[src/rtl/irq_agg_pkg.sv]
package irq_agg_pkg;

    localparam int NUM_CH_DEF = 12;
    localparam int SRC_W_DEF  = 4;
    localparam int GRP_CH_DEF = 6;
    localparam int DATA_W_DEF = 8;

    localparam int GRP_STRIDE = 'h80;
    localparam int CH_STRIDE  = 'h10;
    localparam int SRC_OFS    = 'h02;
    localparam int SUM_OFS    = 'h61;

    function automatic logic [7:0] src_addr(input int ch, input int grp_ch);
        return 8'((ch / grp_ch) * GRP_STRIDE + (ch % grp_ch) * CH_STRIDE + SRC_OFS);
    endfunction

    function automatic logic [7:0] en_addr(input int ch, input int grp_ch);
        return 8'(src_addr(ch, grp_ch) + 8'd1);
    endfunction

    function automatic logic [7:0] sum_addr(input int grp);
        return 8'(grp * GRP_STRIDE + SUM_OFS);
    endfunction

endpackage

[src/rtl/irq_addr_decode.sv]
module irq_addr_decode
    import irq_agg_pkg::*;
#(
    parameter int NUM_CH  = NUM_CH_DEF,
    parameter int GRP_CH  = GRP_CH_DEF,
    localparam int NUM_GRP = NUM_CH / GRP_CH
) (
    input  logic [7:0]         addr,
    output logic [NUM_CH-1:0]  src_hit,
    output logic [NUM_CH-1:0]  en_hit,
    output logic [NUM_GRP-1:0] sum_hit
);

    for (genvar n = 0; n < NUM_CH; n++) begin : g_ch
        assign src_hit[n] = (addr == src_addr(n, GRP_CH));
        assign en_hit[n]  = (addr == en_addr(n, GRP_CH));
    end

    for (genvar g = 0; g < NUM_GRP; g++) begin : g_grp
        assign sum_hit[g] = (addr == sum_addr(g));
    end

endmodule

[src/rtl/irq_chan_cell.sv]
module irq_chan_cell #(
    parameter int SRC_W = 4
) (
    input  logic             clk,
    input  logic             rst_n,
    input  logic [SRC_W-1:0] evt,
    input  logic             en_wr,
    input  logic [SRC_W-1:0] en_wdata,
    input  logic             rd_clr,
    output logic [SRC_W-1:0] en_o,
    output logic [SRC_W-1:0] stat_o,
    output logic             pend_o
);

    typedef struct packed {
        logic [SRC_W-1:0] en;
        logic [SRC_W-1:0] stat;
        logic             pend;
    } cell_state_t;

    cell_state_t st_d, st_q;
    logic [SRC_W-1:0] hit;

    always_comb begin
        st_d = st_q;
        hit  = evt & st_q.en;
        if (en_wr) begin
            st_d.en = en_wdata;
        end
        st_d.stat = (rd_clr ? '0 : st_q.stat) | hit;
        st_d.pend = (st_q.pend & ~rd_clr) | (|st_d.stat);
    end

    always_ff @(posedge clk or negedge rst_n) begin
        if (!rst_n) begin
            st_q <= '0;
        end else begin
            st_q <= st_d;
        end
    end

    assign en_o   = st_q.en;
    assign stat_o = st_q.stat;
    assign pend_o = st_q.pend;


    enabled_evt_sets_chk: assert property (@(posedge clk) disable iff (!rst_n)
        (|(evt & st_q.en)) |=> ((stat_o & $past(evt & st_q.en)) == $past(evt & st_q.en)));


    disabled_evt_ignored_chk: assert property (@(posedge clk) disable iff (!rst_n)
        1'b1 |=> ((stat_o & ~$past(stat_o) & ~$past(evt & st_q.en)) == '0));


    read_clears_chk: assert property (@(posedge clk) disable iff (!rst_n)
        (rd_clr && ((evt & st_q.en) == '0)) |=> (stat_o == '0));


    pend_tracks_stat_chk: assert property (@(posedge clk) disable iff (!rst_n)
        pend_o == (|stat_o));

endmodule

[src/rtl/irq_status_agg.sv]
module irq_status_agg
    import irq_agg_pkg::*;
#(
    parameter int NUM_CH = NUM_CH_DEF,
    parameter int SRC_W  = SRC_W_DEF,
    parameter int GRP_CH = GRP_CH_DEF,
    parameter int DATA_W = DATA_W_DEF,
    localparam int NUM_GRP = NUM_CH / GRP_CH,
    localparam int EVT_W   = NUM_CH * SRC_W
) (
    input  logic              clk,
    input  logic              rst_n,
    input  logic [EVT_W-1:0]  evt_i,
    input  logic [7:0]        addr_i,
    input  logic              rd_en_i,
    input  logic              wr_en_i,
    input  logic [DATA_W-1:0] wdata_i,
    output logic [DATA_W-1:0] rdata_o,
    output logic              irq_n_o
);

    typedef struct packed {
        logic [DATA_W-1:0] rdata;
    } bus_state_t;

    bus_state_t bus_d, bus_q;

    logic [NUM_CH-1:0]  src_hit, en_hit;
    logic [NUM_GRP-1:0] sum_hit;
    logic [NUM_CH-1:0]  pend_w;
    logic [SRC_W-1:0]   stat_w [NUM_CH];
    logic [SRC_W-1:0]   en_w   [NUM_CH];
    logic               wdata_unused;

    assign wdata_unused = ^wdata_i[DATA_W-1:SRC_W];

    irq_addr_decode #(
        .NUM_CH (NUM_CH),
        .GRP_CH (GRP_CH)
    ) u_dec (
        .addr    (addr_i),
        .src_hit (src_hit),
        .en_hit  (en_hit),
        .sum_hit (sum_hit)
    );

    for (genvar n = 0; n < NUM_CH; n++) begin : g_cell
        irq_chan_cell #(
            .SRC_W (SRC_W)
        ) u_cell (
            .clk      (clk),
            .rst_n    (rst_n),
            .evt      (evt_i[n*SRC_W +: SRC_W]),
            .en_wr    (wr_en_i & en_hit[n]),
            .en_wdata (wdata_i[SRC_W-1:0]),
            .rd_clr   (rd_en_i & src_hit[n]),
            .en_o     (en_w[n]),
            .stat_o   (stat_w[n]),
            .pend_o   (pend_w[n])
        );
    end

    always_comb begin
        bus_d.rdata = '0;
        if (rd_en_i) begin
            for (int n = 0; n < NUM_CH; n++) begin
                if (src_hit[n]) bus_d.rdata = bus_d.rdata | DATA_W'(stat_w[n]);
                if (en_hit[n])  bus_d.rdata = bus_d.rdata | DATA_W'(en_w[n]);
            end
            for (int g = 0; g < NUM_GRP; g++) begin
                if (sum_hit[g]) bus_d.rdata = bus_d.rdata | DATA_W'(pend_w[g*GRP_CH +: GRP_CH]);
            end
        end
    end

    always_ff @(posedge clk or negedge rst_n) begin
        if (!rst_n) begin
            bus_q <= '0;
        end else begin
            bus_q <= bus_d;
        end
    end

    assign rdata_o = bus_q.rdata;
    assign irq_n_o = ~(|pend_w);

    logic any_stat;
    always_comb begin
        any_stat = 1'b0;
        for (int n = 0; n < NUM_CH; n++) any_stat = any_stat | (|stat_w[n]);
    end


    irq_matches_stat_chk: assert property (@(posedge clk) disable iff (!rst_n)
        irq_n_o == !any_stat);


    sum_reserved_zero_chk: assert property (@(posedge clk) disable iff (!rst_n)
        (rd_en_i && (|sum_hit)) |=> (rdata_o[DATA_W-1:GRP_CH] == '0));


    idle_rdata_zero_chk: assert property (@(posedge clk) disable iff (!rst_n)
        !rd_en_i |=> (rdata_o == '0));


    decode_unique_chk: assert property (@(posedge clk) disable iff (!rst_n)
        $onehot0({src_hit, en_hit, sum_hit}));

endmodule

[config.mk]
export PLATFORM = sky130hd
export DESIGN_NAME = irq_status_agg
export DESIGN_NICKNAME = d
export VERILOG_FILES = /design/src/rtl/irq_agg_pkg.sv /design/src/rtl/irq_addr_decode.sv /design/src/rtl/irq_chan_cell.sv /design/src/rtl/irq_status_agg.sv
export SDC_FILE = /design/constraint.sdc
export NUM_CORES = 1
export LEC_CHECK = 0
export BUFFER_PORTS_ARGS = -buffer_cell sky130_fd_sc_hd__buf_4
export CAP_MARGIN = 20
export CORE_ASPECT_RATIO = 2
export CORE_UTILIZATION = 40
export DETAILED_ROUTE_END_ITERATION = 8
export GPL_ROUTABILITY_DRIVEN = 0
export GPL_TIMING_DRIVEN = 0
export PLACE_DENSITY_LB_ADDON = 0.1
export SYNTH_ARGS = -nofsm -noshare
export SYNTH_HDL_FRONTEND = slang
export SYNTH_SLANG_ARGS = --single-unit
[constraint.sdc]
create_clock -name clk -period 4.35 [get_ports clk]
set_input_delay 0.87 -clock clk [delete_from_list [all_inputs] [get_ports clk]]
set_output_delay 0.87 -clock clk [all_outputs]
set_load 0.01 [all_outputs]
==> results.toml <==
[clocking]
clock_sinks = 114
insertion_delay_ns = 0.42
cts_inserted_buffers = 17
cts_resized = 0
cts-root-buf = "clkbuf_16"
htreeDepth = 4
cts_tree = "done"
cts_setup_buffers = 0
holdBufCountCts = 0
clkTransAtPathRegs_ns = 0.06
clockBufferDepth = 2

[setup_path]
crit_path_top_delay_cell = "buf_1"
crit_family = "buffers and inverters"
cp_cell_sequence = "buf_4 > buf_1 > clkbuf_1 > mux2i_1 > nor2_1 > o21ai_0 > o2111ai_1 > o41a_1"
arrival_ns = 3.25
path_depth = 8
cp_slowest_stage_delay_ns = 0.50
cp.required_ns = 4.63
cp-end-kind = "flip-flop"
worstSetupPathType = "input port to flip-flop"
cp_max_fo = 10
rr_worst_depth = 4
cp-start-kind = "input port"
crit_buf_inv = 3

[power]
power_mw = 3.36
leakagePower_nw = 3.16
p_per_area_nw_per_um2 = 489
peakVddDrop_uv = 272

[route]
via_count = 4512
wl_per_cell_um = 26.0
viasPerCell = 6.38
dr.pass1.iters = 5
first_iter_violations = 277
drc = 0
antenna_left = 0
drt_wl_total_um = 18400

[synthesis]
synth_area_leader_cell = "dfrtp_1"
synth-main-ff-cell = "dfrtp_1"
yosysWarnings = 0
yosys-top-cells-area = "dfrtp_1 52%, mux2_2 12%, a22o_1 9.2%"
netlist_top_cells_count = "114 x dfrtp_1, 61 x mux2_2, 58 x a22o_1, 21 x nand3_1, 20 x clkbuf_1"
seq_area_frac_synth_pct = 51.5
ys_ff_latch = 114
synthArstFlopShare_pct = 100
yosysUniqueCellTypes = 62
synth_top_area_share_pct = 51.5
synthCells = 452
syn_area_um2 = 5540
synth-edff-count = 0
yosysMostFrequentCell = "dfrtp_1"
synth.avg_cell_area_um2 = 12.3

[die]
core_area_um2 = 13500
die_x_um = 85.2
ios = 77
die_area_um2 = 14300
die_h_um = 168
start_util_pct = 41.0
rows = 60

[timing]
slew_headroom_pct = 38.6
worst_pin_slew_ns = 0.914
fin_ws_ns = 1.38
rsz0062_at_grt = "no"
period_needed_ns = 2.97
finalCritPeriodShare_pct = 68.2
setup_violations = 0
finalHoldViolCount = 0
slew_viol_final = 0
fmax_mhz = 337
skew_ns = 0.00815
fin_setup_tns_ns = 0

[cells_and_area]
final_cell_area_um2 = 6880
diodes = 0
seq_area_um2 = 2850
nFillCells = 1219
finalNonFillerCells = 707
area_delta_synth_final_pct = 24.2
multiInputGateArea_um2 = 2550
drive_above_1_share_pct = 33.9
final_nets = 607

[place]
post_dp_cell_area_um2 = 6260
place_hpwl_um = 13800
dp.cells = 675
post-place-ws_ns = 1.03
io_buffers = 66

[grt]
overflow = 0
grt_pass1_vias = 4875
antenna_found_initial = 0
grt_max_degree = 59
grt_usage_pct = 27.1
grt_pass1_wl_um = 28200

[run_status]
outcome = "completed"

[job]
max_cap_violations = 0

[min_path]
hold_path.class = "input port to async pin"
-- routing by layer --
| layer | up-vias | track usage (%) | wire length (um) |
|---|---|---|---|
| met3 | 65 | 4.51 | 877 |
| met4 | 0 | 19.8 | 1370 |
| met2 | 222 | 48.1 | 9690 |
| met5 | - | 0 | 0 |
| li1 | 1961 | - | - |
| met1 | 2264 | 28.2 | 6420 |
-- power by group --
| part | total [mW] | leakage, nW | internal, mW | switching (mW) |
|---|---|---|---|---|
| registers | 1.43 | 1.43 | 1.25 | 0.175 |
| clock network | 1.48 | 0.306 | 0.920 | 0.559 |
| logic | 0.458 | 1.43 | 0.241 | 0.217 |
-- state kept, by name (all words and copies together) (netlist names) --
register,flops
g_cell.u_cell.en_o,48
g_cell.u_cell.stat_o,48
g_cell.u_cell.pend_o,12
rdata_o,6
-- cell families (layout without fill, tap and decap cells) --
group	Yosys count	after routing	synth area share [%]
and+or+nand+nor	119	119	13.7
DFF	114	114	51.5
AOI/OAI and AO/OA	107	107	16.1
muxes	79	79	16.1
buffers and inverters	32	131	2.46
other	1	2	0.0677
-- final timing paths --
check                                                start                    endpoint  slack [ns]
worst max register to register   g_cell[10].u_cell.en_o[1]                  rdata_o[1]        2.46
worst min register to register  g_cell[8].u_cell.stat_o[0]  g_cell[8].u_cell.stat_o[0]        0.53
min in group clk                g_cell[8].u_cell.stat_o[0]  g_cell[8].u_cell.stat_o[0]        0.53
worst min-delay path                                 rst_n     g_cell[8].u_cell.pend_o        0.51
max in group asynchronous                            rst_n    g_cell[1].u_cell.en_o[3]        3.09
worst max-delay path                             addr_i[6]                  rdata_o[1]        1.38
-- through the flow --
| stage | util [%] | hold slack, ns |
|---|---|---|
| floorplan | - | 0.473 |
| global placement | 46.1 | 0.500 |
| detailed placement | 46.3 | 0.508 |
| CTS | 50.9 | 0.526 |
| global route | 50.9 | 0.543 |
| finish | 50.9 | 0.507 |
-- cells in the final DEF, fill, tap and decap left out, types with 4 or more instances in the layout --
cell	netlist	routed
or2_2	9	9
mux2_2	61	61
clkbuf_1	20	20
a222oi_1	4	4
nor2_1	12	12
dfrtp_1	114	114
a32oi_1	4	4
or3_1	6	6
nor2b_1	4	4
clkbuf_16	0	17
buf_4	2	68
inv_6	0	8
a22oi_1	9	9
and3_1	4	4
a22o_1	58	58
nand3_1	21	21
nor4_1	5	5
nand2_1	9	9
inv_1	5	5
or4_1	9	9
mux2i_1	16	16
nor3_1	5	5
nand4_1	9	9
-- area by class of cell --
class | count | area share [%]
Tap cell | 155 | 2.82
Timing Repair Buffer | 67 | 7.60
Sequential cell | 114 | 41.5
Multi-Input combinational cell | 307 | 37.1
Clock inverter | 15 | 2.82
Clock buffer | 17 | 6.19
Buffer | 27 | 1.71
Inverter | 5 | 0.273
No activity file was read; power rests on OpenSTA's default activity.
